===== src/rtl/ptw_pkg.sv =====
package ptw_pkg;

  typedef enum logic [2:0] {
    ST_IDLE,
    ST_RD_DIR,
    ST_RD_TBL,
    ST_DONE,
    ST_FAULT
  } walk_state_t;

  localparam logic FLT_LVL_DIR = 1'b0;
  localparam logic FLT_LVL_TBL = 1'b1;

endpackage


===== src/rtl/ptw_entry_addr.sv =====
// Entry address: aligned table base plus index scaled by the entry size.
module ptw_entry_addr #(
  parameter int ADDR_W     = 32,
  parameter int IDX_W      = 10,
  parameter int OFF_W      = 12,
  parameter int ENTRY_LOG2 = 2
) (
  input  logic [ADDR_W-1:0] base_i,
  input  logic [IDX_W-1:0]  idx_i,
  output logic [ADDR_W-1:0] addr_o
);
  localparam logic [ADDR_W-1:0] ALIGN_MASK = ~((ADDR_W'(1) << OFF_W) - ADDR_W'(1));

  logic [ADDR_W-1:0] idx_ext;
  logic [ADDR_W-1:0] scaled;

  always_comb begin
    idx_ext = {{(ADDR_W-IDX_W){1'b0}}, idx_i};
    scaled  = idx_ext << ENTRY_LOG2;
    addr_o  = (base_i & ALIGN_MASK) + scaled;
  end
endmodule


===== src/rtl/ptw_entry_decode.sv =====
// Splits a fetched entry into its present flag and its frame base.
module ptw_entry_decode #(
  parameter int ADDR_W   = 32,
  parameter int OFF_W    = 12,
  parameter int PRES_BIT = 0
) (
  input  logic [ADDR_W-1:0] entry_i,
  output logic              present_o,
  output logic [ADDR_W-1:0] frame_o
);
  localparam logic [ADDR_W-1:0] FRAME_MASK = ~((ADDR_W'(1) << OFF_W) - ADDR_W'(1));

  always_comb begin
    present_o = entry_i[PRES_BIT];
    frame_o   = entry_i & FRAME_MASK;
  end
endmodule


===== src/rtl/pt_walker.sv =====
module pt_walker #(
  parameter int ADDR_W     = 32,
  parameter int OFF_W      = 12,
  parameter int IDX_W      = 10,
  parameter int ENTRY_LOG2 = 2,
  parameter int PRES_BIT   = 0
) (
  input  logic              clk,
  input  logic              rst,
  input  logic              start_i,
  input  logic [ADDR_W-1:0] dir_base_i,
  input  logic [ADDR_W-1:0] vaddr_i,
  output logic              busy_o,
  output logic              mem_req_o,
  output logic [ADDR_W-1:0] mem_addr_o,
  input  logic              mem_rvalid_i,
  input  logic [ADDR_W-1:0] mem_rdata_i,
  output logic              done_o,
  output logic              fault_o,
  output logic              fault_lvl_o,
  output logic [ADDR_W-1:0] paddr_o
);
  import ptw_pkg::*;

  localparam int DIR_LSB = OFF_W + IDX_W;
  localparam int LO_W    = OFF_W + IDX_W;

  walk_state_t       state_q;
  logic [LO_W-1:0]   va_lo_q;
  logic              req_q;
  logic [ADDR_W-1:0] addr_q;
  logic [ADDR_W-1:0] paddr_q;
  logic              done_q;
  logic              fault_q;
  logic              lvl_q;

  logic              is_idle;
  logic              in_read;
  logic              rsp_take;
  logic [ADDR_W-1:0] sel_base;
  logic [IDX_W-1:0]  sel_idx;
  logic [ADDR_W-1:0] ent_addr;
  logic              ent_present;
  logic [ADDR_W-1:0] ent_frame;

  always_comb begin
    is_idle  = (state_q == ST_IDLE);
    in_read  = (state_q == ST_RD_DIR) || (state_q == ST_RD_TBL);
    rsp_take = in_read && mem_rvalid_i && !req_q;
    if (is_idle) begin
      sel_base = dir_base_i;
      sel_idx  = vaddr_i[DIR_LSB +: IDX_W];
    end else begin
      sel_base = ent_frame;
      sel_idx  = va_lo_q[OFF_W +: IDX_W];
    end
  end

  ptw_entry_addr #(
    .ADDR_W(ADDR_W), .IDX_W(IDX_W), .OFF_W(OFF_W), .ENTRY_LOG2(ENTRY_LOG2)
  ) u_addr (
    .base_i(sel_base),
    .idx_i (sel_idx),
    .addr_o(ent_addr)
  );

  ptw_entry_decode #(
    .ADDR_W(ADDR_W), .OFF_W(OFF_W), .PRES_BIT(PRES_BIT)
  ) u_dec (
    .entry_i  (mem_rdata_i),
    .present_o(ent_present),
    .frame_o  (ent_frame)
  );

  always_ff @(posedge clk) begin
    if (rst) begin
      state_q <= ST_IDLE;
      va_lo_q <= '0;
      req_q   <= 1'b0;
      addr_q  <= '0;
      paddr_q <= '0;
      done_q  <= 1'b0;
      fault_q <= 1'b0;
      lvl_q   <= FLT_LVL_DIR;
    end else begin
      req_q   <= 1'b0;
      done_q  <= 1'b0;
      fault_q <= 1'b0;
      unique case (state_q)
        ST_IDLE: begin
          if (start_i) begin
            va_lo_q <= vaddr_i[LO_W-1:0];
            addr_q  <= ent_addr;
            req_q   <= 1'b1;
            state_q <= ST_RD_DIR;
          end
        end
        ST_RD_DIR: begin
          if (rsp_take) begin
            if (ent_present) begin
              addr_q  <= ent_addr;
              req_q   <= 1'b1;
              state_q <= ST_RD_TBL;
            end else begin
              fault_q <= 1'b1;
              done_q  <= 1'b1;
              lvl_q   <= FLT_LVL_DIR;
              state_q <= ST_FAULT;
            end
          end
        end
        ST_RD_TBL: begin
          if (rsp_take) begin
            done_q <= 1'b1;
            if (ent_present) begin
              paddr_q <= ent_frame | {{(ADDR_W-OFF_W){1'b0}}, va_lo_q[OFF_W-1:0]};
              state_q <= ST_DONE;
            end else begin
              fault_q <= 1'b1;
              lvl_q   <= FLT_LVL_TBL;
              state_q <= ST_FAULT;
            end
          end
        end
        ST_DONE, ST_FAULT: state_q <= ST_IDLE;
        default:           state_q <= ST_IDLE;
      endcase
    end
  end

  assign busy_o      = !is_idle;
  assign mem_req_o   = req_q;
  assign mem_addr_o  = addr_q;
  assign done_o      = done_q;
  assign fault_o     = fault_q;
  assign fault_lvl_o = lvl_q;
  assign paddr_o     = paddr_q;

  // request is a one-cycle pulse
  assert_req_pulse_R8: assert property (@(posedge clk) disable iff (rst)
    mem_req_o |=> !mem_req_o);

  // requests only during a walk
  assert_req_in_walk_R8: assert property (@(posedge clk) disable iff (rst)
    mem_req_o |-> busy_o);

  // address held while waiting for the reply
  assert_addr_held_R8: assert property (@(posedge clk) disable iff (rst)
    (busy_o && !mem_req_o && !done_o) |-> $stable(mem_addr_o));

  // a start in idle issues a request next cycle
  assert_start_issues_R2: assert property (@(posedge clk) disable iff (rst)
    (!busy_o && start_i) |=> mem_req_o);

  // completion returns to idle on the next cycle
  assert_done_to_idle_R9: assert property (@(posedge clk) disable iff (rst)
    done_o |=> (!busy_o && !done_o));

  // fault is only reported together with completion
  assert_fault_with_done_R4: assert property (@(posedge clk) disable iff (rst)
    fault_o |-> done_o);

  // quiet outputs right after reset
  assert_reset_quiet_R1: assert property (@(posedge clk)
    $past(rst) |-> (!busy_o && !done_o && !mem_req_o && !fault_o));

endmodule


===== config.mk =====
export PLATFORM = sky130hd
export DESIGN_NAME = pt_walker
export DESIGN_NICKNAME = d
export VERILOG_FILES = /design/src/rtl/ptw_pkg.sv /design/src/rtl/ptw_entry_addr.sv /design/src/rtl/ptw_entry_decode.sv /design/src/rtl/pt_walker.sv
export SDC_FILE = /design/constraint.sdc
export NUM_CORES = 1
export LEC_CHECK = 0
export BUFFER_PORTS_ARGS = -buffer_cell sky130_fd_sc_hd__buf_2
export CAP_MARGIN = 20
export CORE_ASPECT_RATIO = 0.5
export CORE_MARGIN = 2
export CORE_UTILIZATION = 50
export CTS_BUF_LIST = sky130_fd_sc_hd__clkbuf_16
export DETAILED_ROUTE_END_ITERATION = 6
export GPL_TIMING_DRIVEN = 0
export PLACE_DENSITY = 0.95
export SLEW_MARGIN = 0
export SYNTH_ARGS = -nofsm -noshare
export SYNTH_HDL_FRONTEND = slang
export SYNTH_SLANG_ARGS = --single-unit

===== constraint.sdc =====
create_clock -name clk -period 4.8 [get_ports clk]
set_clock_uncertainty 0.1 [all_clocks]
set_input_delay 0.96 -clock clk [delete_from_list [all_inputs] [get_ports clk]]
set_output_delay 0.96 -clock clk [all_outputs]
set_load 0.005 [all_outputs]

; Word level (Yosys, flattened, before mapping)
; Cells that the tools add are included.
[op_classes]
add_sub_neg = 1
n_reduce_logical = 15
muxes = 25
eq_ne = 8
n_bitwise = 2
[op_table]
columns = cell, n
row1 = $mux 32, 4
row2 = $pmux 32 s2, 1
row3 = $add 32x12->32, 1
row4 = $or 32x12->32, 1
row5 = $mux 3, 5
row6 = $ne 2x2->1 const B, 6
row7 = $mux 1, 10
row8 = $mux 10, 1
row9 = $pmux 3 s3, 1
row10 = $pmux 1 s2, 3
row11 = $reduce_and 3->1, 2
row12 = $reduce_and 5->1, 1
row13 = $reduce_and 4->1, 1
row14 = $reduce_bool 2->1, 2
row15 = $reduce_or 2->1, 2
row16 = $eq 3x1->1 const B, 1
row17 = $eq 3x2->1 const B, 1
row18 = $logic_not 3->1, 1
row19 = $logic_and 1x1->1, 2
row20 = $logic_not 1->1, 2
row21 = $reduce_and 2->1, 1
row22 = $logic_or 1x1->1, 1
row23 = $not 1->1, 1
[totals]
wordCells = 59
inputBits = 100
out_inout_bits = 69
register_bits = 93

; Depth between registers and ports, before layout
[depth]
ltp_word = 6
ltp_mapped = 7
depth_no_buf = 4

; Hierarchy
; Synthesis repeated with hierarchy kept, for this count alone.
[hier_totals]
cells_unflattened = 532
area_unflattened_um2 = 4769.6
[by_module_without_submodules]
columns = mod, area_each_um2, seq_area_each_um2, n_inst, cells_per_inst
row1 = pt_walker, 4274.1, 1861.8, 1, 465
row2 = ptw_entry_decode, 251.5, 0.0, 1, 34
row3 = ptw_entry_addr, 244.0, 0.0, 1, 33

; Worst setup path before layout
; OpenSTA, ideal clock, no wires.
[synth_path]
path_type = input to register
from = in start_i
to = reg addr_q[10] (netlist: mem_addr_o[10])
stages = 6
slack_ns = 2.556
t_arrival_ns = 2.055
setup_ns = 0.089
path_cell_list = or4b_1 > buf_2 > o41ai_4 > buf_6 > nor2_1 > a311oi_2
[synth_via]
elab_chain_cells = 2
[synth_lines]
columns = element, line
row1 = from (decl), pt_walker.sv:10  ; input logic start_i,
row2 = $ne 2x2->1 (no line), -
row3 = $reduce_and 4->1 (no line), -
row4 = to (signal assigned), pt_walker.sv:93  ; addr_q <= ent_addr;
row5 = to (signal assigned), pt_walker.sv:101  ; addr_q <= ent_addr;
row6 = to (decl), pt_walker.sv:31  ; logic [ADDR_W-1:0] addr_q;
; Every way passes these cells.
; A chain may end at the register's enable or synchronous reset.

; Worst setup path after layout
[layout_path]
from = reg state_q[2]
to = out busy_o
[layout_via]
elab_chain_cells = 2
[layout_lines]
columns = element, line
row1 = from (decl), pt_walker.sv:28  ; walk_state_t state_q;
row2 = from (signal assigned), pt_walker.sv:77  ; state_q <= ST_IDLE;
row3 = from (signal assigned), pt_walker.sv:95  ; state_q <= ST_RD_DIR;
row4 = from (signal assigned), pt_walker.sv:103  ; state_q <= ST_RD_TBL;
row5 = $logic_not 3->1, pt_walker.sv:47  ; is_idle = (state_q == ST_IDLE);
row6 = $logic_not 1->1, pt_walker.sv:131  ; assign busy_o = !is_idle;
row7 = to (decl), pt_walker.sv:13  ; output logic busy_o,
; Every way passes these cells.

==> metrics.txt <==
Setup Fix Bufs, Post-CTS=0; Avg Cell Area, Syn=8.34 µm²; Inserted Clock Buffers=9; Netlist Area Pre-Place=3680 µm²; row cnt=22; sequential element share of the synthesized area=49.6%; Leakage=just over 2 nW; Multi-input gate area=1660 µm²; CTS tree=built; EDFF count, synth=0; final hold vios=0; fmax=0.338 GHz; Chip Width=125 µm; synthesized flop and latch total=91; P per Cell Area=~370 nW/µm²; Clock Tree Root=clkbuf_16; chip height=64.6 µm; I/O Pins=169; clock latency at the later pin of the worst-skew pair=about 0.33 ns; most common cell in the synthesized netlist=nand2_1; CP required=3.74 ns; Final Total Pwr=1.78 mW; initial antenna violation count=0; peak supply drop=0.210 mV; ys async rst share=0%; Via-to-Cell Ratio=5.37; vias in the first global route=3,517; die area=just over 8000 µm²; Worst Setup EP=busy_o; RD Place Congestion=0.843; n_diodes=0; Post-Syn Instances=roughly 440; share of post-route cells with drive strength above 1=roughly a third; setup tns final=0 ns; Total Routing Usage GR=between 20% and 30%; Reg2Reg Launch Point=state_q[0]; Synth cell types=26; Startpoint Class=flip-flop; register area=around 1800 µm²; dpl hpwl=7.31 mm; RSZ-0062 raised after global routing=no; fillers=around 570; grt total ovfl=0; WL/cell=between 10 and 15 µm; WL final=approximately 10 mm; DR iter-0 viols=256; fin crit period=around 3.0 ns; status=complete, no violations; largest net degree at the start of global routing=15; crit path launch=state_q[2]; total number of vias=about 3,700; commonest cells in the netlist=nand2_1 (168), dfxtp_1 (91), a21oi_1 (55); post-route ant nets=0; clock sinks=91; global-route wire length before repair=16.4 mm; Cells after DPL=680; fin. max-slew vios=0; area leader, netlist=dfxtp_1; Area Overhead vs Synth=30.4%; Clock Path Buffers=2; FF-to-FF End=paddr_o[8]; FF-to-FF path depth=6; slew margin rel.=37.6%; yosys warns=0; Core Area=7210 µm²; top cells by area, synth=dfxtp_1 (50%), nand2_1 (17%), a311oi_2 (12%), a21oi_1 (7.5%), nor2_1 (3.2%); reg2reg setup slack=2.55 ns; Initial Utilization=around 51%; Post-synth top flop=dfxtp_1; Final setup viols=0; DRC=0; cts hold-fix bufs=0; Cell Count, Final, Fillers Out=695; Hold/Removal Path Class=reg -> reg; Period Utilization, post-route=61.6%; crit path kind=reg -> out; post-CTS resize count=0; Layout Utilization=~66%; maximum fanout along the worst path=10; PortBufs=142; Slew @ Worst Pin=around 0.92 ns; drt pass-1 iters=5; Final nets=695; Worst Path Arrival=1.90 ns; Max Cap Viol=0; Worst-path clk slew=0.06 ns; crit end category=primary output; H-Tree Depth=3; top cell type's share of synthesized area=49.6%
[flip-flops by register name (all words and copies together) (netlist names)]
| register | count |
|---|---|
| va_lo_q | 22 |
| fault_o | 1 |
| done_o | 1 |
| mem_req_o | 1 |
| mem_addr_o | 30 |
| fault_lvl_o | 1 |
| state_q | 3 |
| paddr_o | 32 |
[final cells by class]
class                   instances  share of cell area [%]
plain buffers                  39                    3.99
clock buffers                   9                    4.70
clock inverters                 6                    1.23
inverters                       2                   0.157
multi-input cells             310                    34.6
flip-flops and latches         91                    38.0
well taps                      96                    2.51
repair buffers                142                    14.8
[layer usage]
| layer | routed length [µm] | up-vias | global-route usage [%] |
|---|---|---|---|
| li1 | - | 1787 | - |
| met1 | 4060 | 1755 | 29.4 |
| met2 | 5100 | 150 | 44.9 |
| met3 | 659 | 42 | 6.69 |
| met4 | 393 | 0 | 12.1 |
| met5 | 0 | - | 0 |
[worst min path at each step]
stage,startpoint,to,slack [ns],depth (start not counted)
4_1_cts,va_lo_q[5],paddr_o[5],0.35,2
2_1_floorplan,va_lo_q[0],paddr_o[0],0.33,2
3_5_place_dp,paddr_o[31],paddr_o[31],0.34,2
5_1_grt,va_lo_q[5],paddr_o[5],0.37,2
3_3_place_gp,va_lo_q[6],paddr_o[6],0.34,2
6_report,va_lo_q[5],paddr_o[5],0.35,2
[logic make-up after synthesis]
| logic type | synth area share (%) |
|---|---|
| mux | 0.272 |
| other cells | 0.102 |
| compound gates | 21.5 |
| buf+inv | 5.41 |
| flops | 49.6 |
| simple gates | 23.1 |
[power by group]
| group | total (mW) | switching [mW] | internal (mW) |
|---|---|---|---|
| Clock | 0.675 | 0.278 | 0.397 |
| Sequential | 0.824 | 0.0231 | 0.801 |
| Combinational | 0.286 | 0.169 | 0.117 |
[layout by cell type (no fill, tap or decap), drive strengths merged, types with 3 or more instances in the layout]
cell	instances
nand2	168
buf	153
dfxtp	91
a21oi	55
clkbuf	37
nor2	31
a311oi	30
nor3	6
clkinv	4
inv	3
nand2b	3
[critical path, cell delays in order (launching register included)]
cell and delay, ns:
dfxtp_1 0.34, buf_2 0.19, nor3_1 0.41, inv_1 0.16, clkbuf_1 0.26, buf_2 0.20
[per-stage QoR]
stage	instance area (µm²)	worst slack, ns	hold slack, ns
after CTS	4790	1.84	0.351
after floorplan	3680	2.56	0.332
final	4790	1.84	0.351
after detailed placement	4510	1.88	0.343
after global placement	4510	1.93	0.337
after global routing	4790	1.74	0.372
Power figures use the tool's default switching activity.
